<file path="config.mk">
export PLATFORM = sky130hd
export DESIGN_NAME = blk_xfer_seq
export DESIGN_NICKNAME = d
export VERILOG_FILES = /design/src/rtl/blk_seq_pkg.sv /design/src/rtl/blk_step_timer.sv /design/src/rtl/blk_ptr_step.sv /design/src/rtl/blk_flag_unit.sv /design/src/rtl/blk_xfer_seq.sv
export SDC_FILE = /design/constraint.sdc
export NUM_CORES = 1
export LEC_CHECK = 0
export CAP_MARGIN = 10
export CORE_ASPECT_RATIO = 0.5
export CORE_MARGIN = 2
export CORE_UTILIZATION = 52
export DETAILED_ROUTE_END_ITERATION = 10
export PLACE_DENSITY = 0.82
export SLEW_MARGIN = 20
export SYNTH_ARGS = -nofsm -noshare
export SYNTH_HDL_FRONTEND = slang
export SYNTH_HIERARCHICAL = 1
export SYNTH_SLANG_ARGS = --single-unit
</file>
<file path="constraint.sdc">
create_clock -name clk -period 4.7 [get_ports clk]
set_clock_uncertainty 0.2 [all_clocks]
set_input_delay 0.47 -clock clk [delete_from_list [all_inputs] [get_ports clk]]
set_output_delay 0.47 -clock clk [all_outputs]
set_load 0.01 [all_outputs]
</file>
<file path="src/rtl/blk_seq_pkg.sv">
package blk_seq_pkg;
  // Flag byte bit positions.
  localparam int FLG_S  = 7;
  localparam int FLG_Z  = 6;
  localparam int FLG_H  = 4;
  localparam int FLG_PV = 2;
  localparam int FLG_N  = 1;
  localparam int FLG_C  = 0;
  localparam int FLG_W  = 8;

  typedef enum logic {ST_IDLE = 1'b0, ST_RUN = 1'b1} seq_state_e;
endpackage

</file>
<file path="src/rtl/blk_step_timer.sv">
module blk_step_timer #(
  parameter int STEP_CYC = 16,
  parameter int REP_CYC  = 21,
  parameter int PW       = 5
) (
  input  logic          clk,
  input  logic          rst,
  input  logic          active,
  input  logic          long_step,
  output logic [PW-1:0] phase,
  output logic          last
);
  localparam logic [PW-1:0] SHORT_END = PW'(STEP_CYC - 1);
  localparam logic [PW-1:0] LONG_END  = PW'(REP_CYC - 1);

  assign last = active && (phase == (long_step ? LONG_END : SHORT_END));

  always_ff @(posedge clk) begin
    if (rst || !active || last) phase <= '0;
    else                        phase <= phase + PW'(1);
  end
endmodule

</file>
<file path="src/rtl/blk_ptr_step.sv">
module blk_ptr_step #(
  parameter int AW = 16,
  parameter int CW = 16
) (
  input  logic [AW-1:0] src,
  input  logic [AW-1:0] dst,
  input  logic [CW-1:0] cnt,
  input  logic          dec,
  input  logic          cmp,
  output logic [AW-1:0] src_nx,
  output logic [AW-1:0] dst_nx,
  output logic [CW-1:0] cnt_nx,
  output logic          cnt_nz
);
  logic [AW-1:0] dst_step;

  assign src_nx   = dec ? src - AW'(1) : src + AW'(1);
  assign dst_step = dec ? dst - AW'(1) : dst + AW'(1);
  assign dst_nx   = cmp ? dst : dst_step;
  // Decrement first, test afterwards: a zero count wraps to all ones.
  assign cnt_nx   = cnt - CW'(1);
  assign cnt_nz   = |cnt_nx;
endmodule

</file>
<file path="src/rtl/blk_flag_unit.sv">
module blk_flag_unit
  import blk_seq_pkg::*;
#(
  parameter int DW = 8
) (
  input  logic [FLG_W-1:0] flg,
  input  logic [DW-1:0]    acc,
  input  logic [DW-1:0]    data,
  input  logic             cmp,
  input  logic             rep,
  input  logic             cnt_nz,
  output logic [FLG_W-1:0] flg_nx,
  output logic             cont
);
  localparam int HW = DW / 2;

  logic [DW-1:0] diff;
  logic          half_borrow;
  logic          match;

  assign diff        = acc - data;
  assign half_borrow = acc[HW-1:0] < data[HW-1:0];
  assign match       = (acc == data);

  always_comb begin
    flg_nx         = flg;
    flg_nx[FLG_H]  = cmp & half_borrow;
    flg_nx[FLG_N]  = cmp;
    flg_nx[FLG_PV] = cnt_nz;
    if (cmp) begin
      flg_nx[FLG_S] = diff[DW-1];
      flg_nx[FLG_Z] = ~|diff;
    end
  end

  assign cont = rep & cnt_nz & ~(cmp & match);
endmodule

</file>
<file path="src/rtl/blk_xfer_seq.sv">
module blk_xfer_seq
  import blk_seq_pkg::*;
#(
  parameter int AW       = 16,
  parameter int CW       = 16,
  parameter int DW       = 8,
  parameter int STEP_CYC = 16,
  parameter int REP_CYC  = 21
) (
  input  logic             clk,
  input  logic             rst,
  input  logic             start,
  input  logic             mode_cmp,
  input  logic             mode_dec,
  input  logic             mode_rep,
  input  logic [DW-1:0]    acc_in,
  input  logic [AW-1:0]    src_in,
  input  logic [AW-1:0]    dst_in,
  input  logic [CW-1:0]    cnt_in,
  input  logic [FLG_W-1:0] flags_in,
  output logic             mem_rd,
  output logic             mem_we,
  output logic [AW-1:0]    mem_addr,
  output logic [DW-1:0]    mem_wdata,
  input  logic [DW-1:0]    mem_rdata,
  output logic [AW-1:0]    src_ptr,
  output logic [AW-1:0]    dst_ptr,
  output logic [CW-1:0]    cnt_out,
  output logic [FLG_W-1:0] flags_out,
  output logic             busy,
  output logic             done
);
  localparam int PW = $clog2(REP_CYC);
  localparam logic [PW-1:0] PH_READ = PW'(0);  // read strobe goes out
  localparam logic [PW-1:0] PH_DATA = PW'(2);  // read data present, write-back

  seq_state_e       state;
  logic [AW-1:0]    src_q, dst_q, src_nx, dst_nx;
  logic [CW-1:0]    cnt_q, cnt_nx;
  logic [DW-1:0]    acc_q;
  logic [FLG_W-1:0] flg_q, flg_nx;
  logic             cmp_q, dec_q, rep_q, cont_q, cont_nx, cnt_nz;
  logic [PW-1:0]    phase;
  logic             last, active;

  assign active = (state == ST_RUN);

  blk_step_timer #(.STEP_CYC(STEP_CYC), .REP_CYC(REP_CYC), .PW(PW)) u_timer (
    .clk(clk), .rst(rst), .active(active), .long_step(cont_q),
    .phase(phase), .last(last)
  );

  blk_ptr_step #(.AW(AW), .CW(CW)) u_ptr (
    .src(src_q), .dst(dst_q), .cnt(cnt_q), .dec(dec_q), .cmp(cmp_q),
    .src_nx(src_nx), .dst_nx(dst_nx), .cnt_nx(cnt_nx), .cnt_nz(cnt_nz)
  );

  blk_flag_unit #(.DW(DW)) u_flag (
    .flg(flg_q), .acc(acc_q), .data(mem_rdata), .cmp(cmp_q), .rep(rep_q),
    .cnt_nz(cnt_nz), .flg_nx(flg_nx), .cont(cont_nx)
  );

  always_ff @(posedge clk) begin
    if (rst) begin
      state     <= ST_IDLE;
      src_q     <= '0;
      dst_q     <= '0;
      cnt_q     <= '0;
      acc_q     <= '0;
      flg_q     <= '0;
      cmp_q     <= 1'b0;
      dec_q     <= 1'b0;
      rep_q     <= 1'b0;
      cont_q    <= 1'b0;
      mem_rd    <= 1'b0;
      mem_we    <= 1'b0;
      mem_addr  <= '0;
      mem_wdata <= '0;
      done      <= 1'b0;
    end else begin
      done   <= 1'b0;
      mem_rd <= 1'b0;
      mem_we <= 1'b0;
      if (state == ST_IDLE) begin
        if (start) begin
          state  <= ST_RUN;
          src_q  <= src_in;
          dst_q  <= dst_in;
          cnt_q  <= cnt_in;
          acc_q  <= acc_in;
          flg_q  <= flags_in;
          cmp_q  <= mode_cmp;
          dec_q  <= mode_dec;
          rep_q  <= mode_rep;
          cont_q <= 1'b0;
        end
      end else begin
        if (phase == PH_READ) begin
          mem_rd   <= 1'b1;
          mem_addr <= src_q;
        end
        if (phase == PH_DATA) begin
          if (!cmp_q) begin
            mem_we    <= 1'b1;
            mem_addr  <= dst_q;
            mem_wdata <= mem_rdata;
          end
          src_q  <= src_nx;
          dst_q  <= dst_nx;
          cnt_q  <= cnt_nx;
          flg_q  <= flg_nx;
          cont_q <= cont_nx;
        end
        if (last && !cont_q) begin
          state <= ST_IDLE;
          done  <= 1'b1;
        end
      end
    end
  end

  assign src_ptr   = src_q;
  assign dst_ptr   = dst_q;
  assign cnt_out   = cnt_q;
  assign flags_out = flg_q;
  assign busy      = active;
endmodule

</file>
==> run_results.csv <==
group,metric,value,unit
clocking,cts_post_setup_buffers_inserted,0,
synth,synthArstFlopShare,0,%
clocking,resized_cells_post_cts,0,
layout,n_antenna_cell,0,
global_routing,first_global_vias,6438,
clocking,cts.sinks,101,
global_routing,grt_start_max_net_pins,67,
placed_design,port_buffers,161,
timing,transition_time_of_the_tightest_slew_check_pin,1.050,ns
timing,slew-limit-headroom,29.88,%
setup_path,endpoint_kind,"flop",
route,finalWirelength,21.11,mm
floorplanning,initial_core_util,53.00,%
layout,area_overhead_vs_synth,26.33,%
synth,synth_top_area_share,28.23,%
setup_path,cp_data_arrival_time,3.50,ns
timing,timing.final.crit_period,3.510,ns
floorplanning,pin_count,162,
setup_path,timing.critical_path.from_type,"flop",
synth,yosys_warnings,6,
synth,synth_top_area_cell,"dfxtp_1",
timing,setup_viol,0,
clocking,cts_buffers,9,
clocking,clock_network_latency_to_the_later_pin_of_the_worst_skew_pair,0.35,ns
layout,fillerInstances,1116,
timing,timing.final.crit_share,74.67,%
timing,fin_tns_setup,0,ns
route,detail_route.first_pass.iterations,7,
route,wl_per_cell,18.87,µm
power,vdd_ir_drop_max,0.1469,mV
timing,finalMaxSlewViolations,0,
setup_path,critPathRequiredTime,4.69,ns
layout,multi_input_comb_area,4683,µm²
power,power.density_cell_area,285.3,nW/µm²
global_routing,grt_antenna_before_repair,0,
layout,nets,1056,
route,drt_iter0_drc,533,
route,routed-via-count,6966,
synth,yosys.cell_types.count,70,
setup_path,worstSetupPathType,"flop to flop",
timing,grt_setup_unrepaired,"false",
clocking,clkSlewWorstSetupHoldPaths,0.07,ns
clocking,ctsLongestPathBuffers,2,
floorplanning,core_area,13510,µm²
setup_path,timing.critical_path.slowest_cell_delay,0.90,ns
run_status,status,"complete, no violations",
route,viasPerCell,6.225,
timing,final_hold_viol_count,0,
setup_path,cp_max_fo,21,
global_routing,globalRouteTotalUtil,28.05,%
floorplanning,die_width,170.0,µm
timing,clock.fmax,284.9,MHz
synth,synth_seq_cells,101,
synth,synth-seq-area-share,28.23,%
synth,synthesis.area,7162,µm²
floorplanning,die_height,86.99,µm
synth,synth_area_leaders,"dfxtp_1, a211oi_1, mux2i_1",
layout,register_area,2026,µm²
route,ant_nets,0,
floorplanning,core.rowCount,30,
layout,layout.cells.most_common_list,"clkdlybuf4s50_1, a211oi_1, dfxtp_1",
route,detail_route.drc_violations,0,
global_routing,grt.overflow.total,0,
clocking,cts-root-buf,"clkbuf_16",
setup_path,timing.critical_path.mode_cell,"mux2i_1",
synth,synthesized_netlist_cell_count,829,
layout,most_common_cell_after_layout_fill_and_taps_aside,"clkdlybuf4s50_1",
setup_path,critical_path.cell_chain,"inv_1 > fa_1 > nor2b_1 > o31a_1 > o221ai_1 > a21oi_1 > mux2i_1 > o2111ai_1 > mux2i_1 > a211oi_1",
synth,syn_nets,947,
clocking,clock_tree_from_tritoncts,"built",
placed_design,detailed_place.area,8756,µm²
power,static-leakage-power,0.003347,µW
global_routing,grt_first_pass_wirelength,33.41,mm
placed_design,gpl.final_weighted_congestion,0.9445,
synth,synth-main-ff-cell,"dfxtp_1",
floorplanning,die_area,14780,µm²
clocking,htreeDepth,3,
synth,synth-edff-count,0,
synth,postSynthAreaPerCell,8.639,µm²
worst_hold_path,hold_path_class,"flop to flop",
placed_design,dp.final_hpwl,14.48,mm
setup_path,slowest_stage,"dfxtp_1",
layout,fin_area,9047,µm²
job,drv.max_cap_violation_count,0,
layout,layout-drive-gt1-share,6.151,%
clocking,cts_hold_buf,0,
[cell families after synthesis]
logic type	Yosys count	synth area share [%]
muxes	65	9.085
DFF	101	28.23
xor gates and xnor gates	40	4.892
buffers and inverters	110	6.761
adders and majority gates	40	7.198
AOI/OAI and AO/OA	281	29.02
and+or+nand+nor	192	14.82
[final cells by class]
| cell class | instances | area share (%) |
|---|---|---|
| clock buffers | 10 | 2.641 |
| clock inverters | 6 | 0.5670 |
| multi-input cells | 618 | 51.76 |
| repair buffers | 169 | 18.59 |
| flip-flops and latches | 101 | 22.39 |
| well taps | 176 | 2.434 |
| inverters | 39 | 1.618 |
[state kept, by name, summed over array words and instances, names as in the netlist]
register	flops
cnt_out	16
dst_ptr	16
mem_addr	16
src_ptr	16
acc_q	8
flags_out	8
mem_wdata	8
u_timer/phase	5
busy	1
cmp_q	1
cont_q	1
dec_q	1
done	1
mem_rd	1
mem_we	1
rep_q	1
[cells in the mapped netlist (all sizes together) (16+ instances only)]
cell type / n
nand2: 60
mux2i: 65
dfxtp: 101
nand2b: 26
nor2: 29
a21oi: 35
o21ai: 34
inv: 39
o221a: 16
a211oi: 121
buf: 27
ha: 38
xor2: 17
xnor2: 23
o32ai: 16
clkbuf: 43
[through the flow]
stage	util (%)	setup WS, ns	hold slack [ns]	total power [µW]	std cells
global route	66.95	0.8816	0.2721	2703	1119
floorplan	-	1.412	0.2363	1531	829
finish	66.95	1.190	0.2609	2581	1119
global placement	64.80	1.364	0.2456	1824	1103
detailed placement	64.80	1.235	0.2484	1845	1103
CTS	66.94	1.236	0.2584	2588	1119
[layer usage]
metal	track usage (%)	up-vias	wire length (µm)
met5	0	-	0
met4	8.547	0	450
met3	4.271	36	1292
met2	45.49	262	9452
met1	38.90	3314	9918
li1	-	3354	-
[power by group]
part / total, µW / internal [µW] / switching [µW]
Combinational: 800 / 406 / 393
Sequential: 1040 / 924 / 116
Clock: 742 / 383 / 358
[worst max-delay path: cells and delay by family (launching register included)]
family | cells | cell delay, ns
simple gates | 1 | 0.17
compound gates | 5 | 0.97
flops | 1 | 0.90
mux | 2 | 0.37
fa+ha+maj | 1 | 0.47
buf+inv | 1 | 0.26
[path summary, 6_finish.rpt]
path	slack, ns	from	cells past startpoint	endpoint
worst max-delay path	1.19	dec_q	10	src_ptr[12]
worst min register to register	0.26	acc_q[0]	2	acc_q[0]
worst max register to register	1.19	dec_q	10	src_ptr[12]
worst min-delay path	0.26	acc_q[0]	2	acc_q[0]
Note: power is estimated with default switching activity, not from simulation.
